`src/rtl/ordec_pkg.sv`:
```
package ordec_pkg;

   localparam logic [7:0] PFX_OSZ  = 8'h66;
   localparam logic [7:0] PFX_LOCK = 8'hF0;
   localparam logic [3:0] REX_HI   = 4'h4;

   typedef enum logic [1:0] {
      OSZ_8  = 2'd0,
      OSZ_16 = 2'd1,
      OSZ_32 = 2'd2,
      OSZ_64 = 2'd3
   } osz_e;

   typedef enum logic [1:0] {
      IMMK_NONE = 2'd0,
      IMMK_BYTE = 2'd1,
      IMMK_FULL = 2'd2
   } immk_e;

   typedef struct packed {
      logic  known;
      logic  has_modrm;
      logic  grp;
      logic  byte_op;
      logic  reg_is_dst;
      immk_e immk;
   } opc_attr_t;

   typedef enum logic [2:0] {
      ST_PFX   = 3'd0,
      ST_OPC   = 3'd1,
      ST_MODRM = 3'd2,
      ST_IMM   = 3'd3,
      ST_DONE  = 3'd4
   } st_e;

   // immediate byte count for a given kind and width
   function automatic logic [2:0] imm_bytes(immk_e k, osz_e w);
      logic [2:0] n;
      case (k)
         IMMK_BYTE: n = 3'd1;
         IMMK_FULL: n = (w == OSZ_16) ? 3'd2 : 3'd4;
         default:   n = 3'd0;
      endcase
      return n;
   endfunction

endpackage

```
`src/rtl/ordec_opc_class.sv`:
```
module ordec_opc_class
   import ordec_pkg::*;
(
   input  logic [7:0] opc,
   output opc_attr_t  attr
);

   always_comb begin
      attr = '0;
      attr.immk = IMMK_NONE;
      case (opc)
         8'h08, 8'h0A: begin
            attr.known      = 1'b1;
            attr.has_modrm  = 1'b1;
            attr.byte_op    = 1'b1;
            attr.reg_is_dst = opc[1];
         end
         8'h09, 8'h0B: begin
            attr.known      = 1'b1;
            attr.has_modrm  = 1'b1;
            attr.reg_is_dst = opc[1];
         end
         8'h0C: begin
            attr.known   = 1'b1;
            attr.byte_op = 1'b1;
            attr.immk    = IMMK_BYTE;
         end
         8'h0D: begin
            attr.known = 1'b1;
            attr.immk  = IMMK_FULL;
         end
         8'h80: begin
            attr.known     = 1'b1;
            attr.has_modrm = 1'b1;
            attr.grp       = 1'b1;
            attr.byte_op   = 1'b1;
            attr.immk      = IMMK_BYTE;
         end
         8'h81: begin
            attr.known     = 1'b1;
            attr.has_modrm = 1'b1;
            attr.grp       = 1'b1;
            attr.immk      = IMMK_FULL;
         end
         8'h83: begin
            attr.known     = 1'b1;
            attr.has_modrm = 1'b1;
            attr.grp       = 1'b1;
            attr.immk      = IMMK_BYTE;
         end
         default: attr = '0;
      endcase
   end

endmodule

```
`src/rtl/ordec_imm_collect.sv`:
```
module ordec_imm_collect #(
   parameter int MAX_BYTES = 4,
   localparam int IDX_W    = (MAX_BYTES > 1) ? $clog2(MAX_BYTES) : 1,
   localparam int RAW_W    = 8 * MAX_BYTES
) (
   input  logic             clk,
   input  logic             rst_n,
   input  logic             clr,
   input  logic             load,
   input  logic [IDX_W-1:0] idx,
   input  logic [7:0]       byte_in,
   output logic [RAW_W-1:0] raw
);

   for (genvar g = 0; g < MAX_BYTES; g++) begin : g_lane
      logic [7:0] lane_q;
      always_ff @(posedge clk or negedge rst_n) begin
         if (!rst_n) begin
            lane_q <= '0;
         end else if (clr) begin
            lane_q <= '0;
         end else if (load && (idx == IDX_W'(g))) begin
            lane_q <= byte_in;
         end
      end
      assign raw[8*g +: 8] = lane_q;
   end

endmodule

```
`src/rtl/ordec_imm_ext.sv`:
```
module ordec_imm_ext #(
   parameter int RAW_BYTES = 4,
   parameter int OUT_W     = 64,
   localparam int RAW_W    = 8 * RAW_BYTES,
   localparam int LEN_W    = $clog2(RAW_BYTES + 1)
) (
   input  logic [RAW_W-1:0] raw,
   input  logic [LEN_W-1:0] nbytes,
   input  logic [1:0]       osz,
   output logic [OUT_W-1:0] ext_imm
);

   logic             sgn;
   logic [OUT_W-1:0] wide;

   always_comb begin
      sgn = 1'b0;
      for (int b = 1; b <= RAW_BYTES; b++) begin
         if (nbytes == LEN_W'(b)) sgn = raw[8*b-1];
      end
   end

   for (genvar i = 0; i < OUT_W; i++) begin : g_bit
      localparam int MINC = (i < 8) ? 0 : (i < 16) ? 1 : (i < 32) ? 2 : 3;
      if (i < RAW_W) begin : g_raw
         assign wide[i] = (LEN_W'(i / 8) < nbytes) ? raw[i] : sgn;
      end else begin : g_sgn
         assign wide[i] = sgn;
      end
      if (i < 64) begin : g_keep
         assign ext_imm[i] = (osz >= 2'(MINC)) ? wide[i] : 1'b0;
      end else begin : g_zero
         assign ext_imm[i] = 1'b0;
      end
   end

endmodule

```
`src/rtl/or_byte_decoder.sv`:
```
module or_byte_decoder
   import ordec_pkg::*;
#(
   parameter int MAX_IMM_BYTES = 4,
   parameter int IMM_OUT_W     = 64,
   parameter int REG_SEL_W     = 4,
   localparam int IDX_W        = (MAX_IMM_BYTES > 1) ? $clog2(MAX_IMM_BYTES) : 1,
   localparam int LEN_W        = $clog2(MAX_IMM_BYTES + 1)
) (
   input  logic                 clk,
   input  logic                 rst_n,
   input  logic                 in_valid,
   input  logic [7:0]           in_byte,
   output logic                 in_ready,
   output logic                 out_valid,
   input  logic                 out_ready,
   output logic [1:0]           out_width,
   output logic [REG_SEL_W-1:0] out_dst,
   output logic                 out_dst_mem,
   output logic                 out_dst_hi,
   output logic [REG_SEL_W-1:0] out_src,
   output logic                 out_src_mem,
   output logic                 out_src_imm,
   output logic                 out_src_hi,
   output logic [IMM_OUT_W-1:0] out_imm,
   output logic                 out_ud
);

   if (MAX_IMM_BYTES != 4) begin : g_bad_imm
      $error("MAX_IMM_BYTES must be 4");
   end
   if (IMM_OUT_W != 64) begin : g_bad_out
      $error("IMM_OUT_W must be 64");
   end
   if (REG_SEL_W != 4) begin : g_bad_sel
      $error("REG_SEL_W must be 4");
   end

   st_e              st_q;
   logic             osz_pfx_q, lock_q, rex_q, rexw_q, rexr_q, rexb_q;
   opc_attr_t        attr_q, attr_in;
   osz_e             osz_q, osz_in;
   logic [7:0]       modrm_q;
   logic             bad_q;
   logic [IDX_W-1:0] cnt_q;
   logic [LEN_W-1:0] len_in, len_q;
   logic             take, retire, is_pfx, opc_step;
   logic [8*MAX_IMM_BYTES-1:0] raw;

   assign in_ready  = (st_q != ST_DONE);
   assign out_valid = (st_q == ST_DONE);
   assign take      = in_valid && in_ready;
   assign retire    = out_valid && out_ready;

   assign is_pfx   = (in_byte == PFX_OSZ) || (in_byte == PFX_LOCK) ||
                     (in_byte[7:4] == REX_HI);
   assign opc_step = (st_q == ST_OPC) || ((st_q == ST_PFX) && !is_pfx);

   ordec_opc_class u_cls (
      .opc  (in_byte),
      .attr (attr_in)
   );

   always_comb begin
      if (attr_in.byte_op)  osz_in = OSZ_8;
      else if (rexw_q)      osz_in = OSZ_64;
      else if (osz_pfx_q)   osz_in = OSZ_16;
      else                  osz_in = OSZ_32;
   end

   assign len_in = LEN_W'(imm_bytes(attr_in.immk, osz_in));
   assign len_q  = LEN_W'(imm_bytes(attr_q.immk, osz_q));

   // state and captured fields
   always_ff @(posedge clk or negedge rst_n) begin
      if (!rst_n) begin
         st_q      <= ST_PFX;
         osz_pfx_q <= 1'b0;
         lock_q    <= 1'b0;
         rex_q     <= 1'b0;
         rexw_q    <= 1'b0;
         rexr_q    <= 1'b0;
         rexb_q    <= 1'b0;
         attr_q    <= '0;
         osz_q     <= OSZ_32;
         modrm_q   <= '0;
         bad_q     <= 1'b0;
         cnt_q     <= '0;
      end else if (retire) begin
         st_q      <= ST_PFX;
         osz_pfx_q <= 1'b0;
         lock_q    <= 1'b0;
         rex_q     <= 1'b0;
         rexw_q    <= 1'b0;
         rexr_q    <= 1'b0;
         rexb_q    <= 1'b0;
         bad_q     <= 1'b0;
         cnt_q     <= '0;
      end else if (take) begin
         if (opc_step) begin
            attr_q <= attr_in;
            osz_q  <= osz_in;
            cnt_q  <= '0;
            if (!attr_in.known)          st_q <= ST_DONE;
            else if (attr_in.has_modrm)  st_q <= ST_MODRM;
            else if (len_in != '0)       st_q <= ST_IMM;
            else                         st_q <= ST_DONE;
         end else begin
            case (st_q)
               ST_PFX: begin
                  if (in_byte == PFX_OSZ) begin
                     osz_pfx_q <= 1'b1;
                  end else if (in_byte == PFX_LOCK) begin
                     lock_q <= 1'b1;
                  end else begin
                     rex_q  <= 1'b1;
                     rexw_q <= in_byte[3];
                     rexr_q <= in_byte[2];
                     rexb_q <= in_byte[0];
                     st_q   <= ST_OPC;
                  end
               end
               ST_MODRM: begin
                  modrm_q <= in_byte;
                  if (attr_q.grp && (in_byte[5:3] != 3'd1)) begin
                     bad_q <= 1'b1;
                     st_q  <= ST_DONE;
                  end else if (len_q != '0) begin
                     st_q <= ST_IMM;
                  end else begin
                     st_q <= ST_DONE;
                  end
               end
               ST_IMM: begin
                  if ((LEN_W'(cnt_q) + LEN_W'(1)) == len_q) st_q <= ST_DONE;
                  else                                       cnt_q <= cnt_q + IDX_W'(1);
               end
               default: st_q <= st_q;
            endcase
         end
      end
   end

   ordec_imm_collect #(.MAX_BYTES(MAX_IMM_BYTES)) u_col (
      .clk     (clk),
      .rst_n   (rst_n),
      .clr     (retire),
      .load    (take && (st_q == ST_IMM)),
      .idx     (cnt_q),
      .byte_in (in_byte),
      .raw     (raw)
   );

   ordec_imm_ext #(.RAW_BYTES(MAX_IMM_BYTES), .OUT_W(IMM_OUT_W)) u_ext (
      .raw     (raw),
      .nbytes  (len_q),
      .osz     (osz_q),
      .ext_imm (out_imm)
   );

   // operand routing of the held record
   logic                 mem_rm;
   logic [REG_SEL_W-1:0] reg_sel, rm_sel;

   assign mem_rm  = attr_q.has_modrm && (modrm_q[7:6] != 2'b11);
   assign reg_sel = {rexr_q, modrm_q[5:3]};
   assign rm_sel  = {rexb_q, modrm_q[2:0]};

   always_comb begin
      out_dst     = '0;
      out_src     = '0;
      out_dst_mem = 1'b0;
      out_src_mem = 1'b0;
      out_src_imm = 1'b0;
      if (!attr_q.has_modrm) begin
         out_src_imm = 1'b1;
      end else if (attr_q.grp) begin
         out_dst     = rm_sel;
         out_dst_mem = mem_rm;
         out_src_imm = 1'b1;
      end else if (attr_q.reg_is_dst) begin
         out_dst     = reg_sel;
         out_src     = rm_sel;
         out_src_mem = mem_rm;
      end else begin
         out_dst     = rm_sel;
         out_dst_mem = mem_rm;
         out_src     = reg_sel;
      end
   end

   assign out_width  = osz_q;
   assign out_dst_hi = attr_q.byte_op && !rex_q && !out_dst_mem && (out_dst[3:2] == 2'b01);
   assign out_src_hi = attr_q.byte_op && !rex_q && !out_src_mem && !out_src_imm &&
                       (out_src[3:2] == 2'b01);
   assign out_ud     = bad_q || !attr_q.known || (lock_q && !out_dst_mem);

endmodule

```
`config.mk`:
```
export PLATFORM = sky130hd
export DESIGN_NAME = or_byte_decoder
export DESIGN_NICKNAME = d
export VERILOG_FILES = /design/src/rtl/ordec_pkg.sv /design/src/rtl/ordec_opc_class.sv /design/src/rtl/ordec_imm_collect.sv /design/src/rtl/ordec_imm_ext.sv /design/src/rtl/or_byte_decoder.sv
export SDC_FILE = /design/constraint.sdc
export NUM_CORES = 1
export LEC_CHECK = 0
export BUFFER_PORTS_ARGS = -buffer_cell sky130_fd_sc_hd__buf_2
export CELL_PAD_IN_SITES_DETAIL_PLACEMENT = 0
export CELL_PAD_IN_SITES_GLOBAL_PLACEMENT = 2
export CORE_MARGIN = 4
export CORE_UTILIZATION = 34
export DETAILED_ROUTE_END_ITERATION = 6
export PLACE_DENSITY_LB_ADDON = 0.1
export REMOVE_ABC_BUFFERS = 1
export SLEW_MARGIN = 10
export SYNTH_ARGS = -nofsm -noshare
export SYNTH_HDL_FRONTEND = slang
export SYNTH_SLANG_ARGS = --single-unit
```
`constraint.sdc`:
```
create_clock -name clk -period 4.4 [get_ports clk]
set_clock_uncertainty 0.1 [all_clocks]
set_input_delay 0 -clock clk [delete_from_list [all_inputs] [get_ports clk]]
set_output_delay 0 -clock clk [all_outputs]
set_load 0.02 [all_outputs]
```
==> impl_results.md <==
- Routability congestion estimate: 0.781
- Clock Tree Buf Depth: 2
- Sequential-to-total area share from yosys stat: 39.3%
- Largest net degree at the start of global routing: 62
- Combinational share of power: 23.6%
- EDFF count, synth: 0
- Io pins: 94
- Setup bufs post-CTS: 0
- Vias post-DR: 3381
- Post-CTS sizing: 0
- Diodes inserted: 0
- Hold-fix buffers, CTS: 8
- Startpoint Class: flip-flop
- Multi-input gate area: 1940 um^2
- Worst EP required: 4.30 ns
- Worst-path clk slew: 0.05 ns
- Initial DRT Pass Iterations: 4
- Synth Instances: 457
- Total GRT Usage: 17.4%
- Async set or reset register ratio after synthesis: 100%
- DIE HEIGHT: 115 um
- Initial core utilization: 35.3%
- Skew-Pair Late Insertion Delay: 0.33 ns
- Post-route ant nets: 0
- First DRT Iteration DRCs: 141
- Post-synth top area cell: dfrtp_1
- Nets@finish: 532
- Synthesized area: 3890 um^2
- Final worst path period need: 3.04 ns
- Vias in the first global route: 3343
- Top post-synthesis cells by area: dfrtp_1 39%, a21oi_1 6.6%, buf_4 6.0%
- Post-synth cell types: 56
- Max-cap violations: 0
- Port Buffers: 93
- Synth top area share: 38.6%
- Final setup fails: 0
- Fin. Hold Viols: 0
- Total power draw: 1.91 mW
- Seq pwr share: 37.0%
- DIE WIDTH: 115 um
- Top FF cell, synth: dfrtp_1
- Core ar.: 11000 um^2
- Fmax: 329 MHz
- Clk pwr share: 39.4%
- Site Rows: 38
- Unrepaired setup endpoints after global routing: no
- Switching share of power: 31.6%
- Layout area overhead: 18.3%
- CP Class: flip-flop to output pin
- Layout cells sized above 1: 25.4%
- Register area: 1530 um^2
- WP data arrival: 2.94 ns
- Fillers: 1145
- Leakage: 2.20 nW
- Yosys warns: 0
- Status: finished clean
- Internal power: 1.31 mW
- Switching power of the nets: 0.603 mW
- Final period util: 69.1%
- Final Max Tran Viols: 0
- H-tree levels: 3
- Final wirelength: 11000 um
- Remaining routing DRC violations: 0
- Post-DP HPWL: 7660 um
- First-pass GRT wire length: 17800 um
- Die area: 13200 um^2
- Hold Path Class: input pin to flip-flop
- Actual slew at the worst max-slew pin: 0.831 ns
- Flop and latch count out of synthesis: 61
- Crit Path Max Fanout: 32
- CTS sink cnt: 61
- Max VDD drop: 181 uV
- Vias per inst: 5.16
- CTS root buf: clkbuf_16
- Total grt overflow: 0
- Min Hold Slack: 0.0103 ns
- Antenna violations before repair: 0
- Cts bufs inserted: 9
- Mean routed wirelength per cell: 16.9 um
- CTS tree: built
- PwrDens: 415 nW/um^2
- Relative slew slack: 44.4%
- Avg Inst Size Synth: 8.51 um^2
- Crit end category: output pin
- R2R Setup Slk: 1.77 ns
flip-flops by register name, summed over array words and instances, names as in the netlist, 2 cells and up:
register and cells:
u_col.g_lane.lane_q 32, out_width 2, attr_q 7, cnt_q 2, modrm_q 8, st_q 3
per-stage QoR:
| step | cell area (um^2) | setup slack (ns) | util, % | instances | TNS [ns] |
|---|---|---|---|---|---|
| 2_1_floorplan | 3520 | -1.57 | - | 395 | -52.53 |
| 3_3_place_gp | 4210 | 1.75 | 38.2 | 632 | 0 |
| 4_1_cts | 4600 | 1.30 | 41.7 | 655 | 0 |
| 5_1_grt | 4600 | 1.04 | 41.7 | 655 | 0 |
| 3_5_place_dp | 4210 | 1.66 | 38.2 | 632 | 0 |
| 6_report | 4600 | 1.36 | 41.7 | 655 | 0 |
critical path: stages, from the launching register on:
cell      delay [ns]
dfrtp_1         0.38
inv_1           0.08
ha_1            0.44
nand2b_1        0.27
a211o_1         0.31
o211ai_1        0.17
and3_1          0.65
buf_2           0.29
layout by cell type, fill, tap and decap left out, types with 3 or more instances in the layout:
| cell type | n |
|---|---|
| o22ai_1 | 3 |
| nor3_1 | 6 |
| mux2_2 | 10 |
| o21ai_0 | 7 |
| nand3b_1 | 4 |
| nand3_1 | 38 |
| ha_1 | 9 |
| o31ai_1 | 5 |
| clkbuf_16 | 9 |
| a21oi_1 | 51 |
| nor2_1 | 36 |
| inv_1 | 19 |
| nor2b_1 | 9 |
| nand2b_1 | 7 |
| nand4_1 | 3 |
| dfrtp_1 | 60 |
| dlygate4sd3_1 | 8 |
| buf_4 | 4 |
| o21a_1 | 18 |
| mux2i_1 | 12 |
| o21ai_1 | 3 |
| nand2_1 | 52 |
| buf_2 | 93 |
| nand4bb_1 | 4 |
Yosys cell counts (10+ instances only):
library cell and number:
a21oi_1 51, buf_4 31, clkbuf_1 23, dfrtp_1 60
inv_1 19, mux2_2 10, mux2i_1 12, nand2_1 52
nand3_1 38, nor2_1 36, o21a_1 18
worst paths after layout:
kind | end | cells after the start | start
setup / recovery | out_imm[62] | 7 | attr_q[0]
hold / removal | u_col.g_lane[2].lane_q[2] | 3 | in_byte[2]
setup reg to reg | cnt_q[0] | 5 | st_q[0]
hold reg to reg | attr_q[6] | 2 | attr_q[6]
max in group asynchronous | u_col.g_lane[0].lane_q[3] | 3 | rst_n
min in group asynchronous | u_col.g_lane[3].lane_q[4] | 3 | rst_n
power groups by stage:
stage	combinational, mW	clock, mW	sequential [mW]
6_report	0.451	0.752	0.706
5_1_grt	0.499	0.794	0.720
4_1_cts	0.457	0.769	0.705
3_5_place_dp	0.450	0	0.714
3_3_place_gp	0.449	0	0.712
2_1_floorplan	0.305	0	0.689
logic make-up after synthesis:
kind of cell             after synthesis  synth area share, %
AO/OA/AOI/OAI                        105                 16.9
XOR/XNOR                               1                0.225
adder cells (fa/ha/maj)                9                 2.89
buffers and inverters                 81                 11.3
flip-flops                            61                 39.3
multiplexers                          24                 6.66
AND/OR/NAND/NOR                      176                 22.8
metal layers:
layer	part of all wire, %	wire, um	track usage, %
met1	45	4970	22.2
met2	47	5230	29.7
met5	0	0	0
met4	1.6	182	5.63
met3	6.0	661	3.26
final cells by class:
class                      count  area share, %
tap                          140           3.80
clock inverter                 4           1.58
sequential                    61           33.2
clock buffer                  11           5.27
timing repair buffer         105           12.5
inverter                      19           1.55
multi-input combinational    315           42.1
Power figures use the tool's default switching activity.
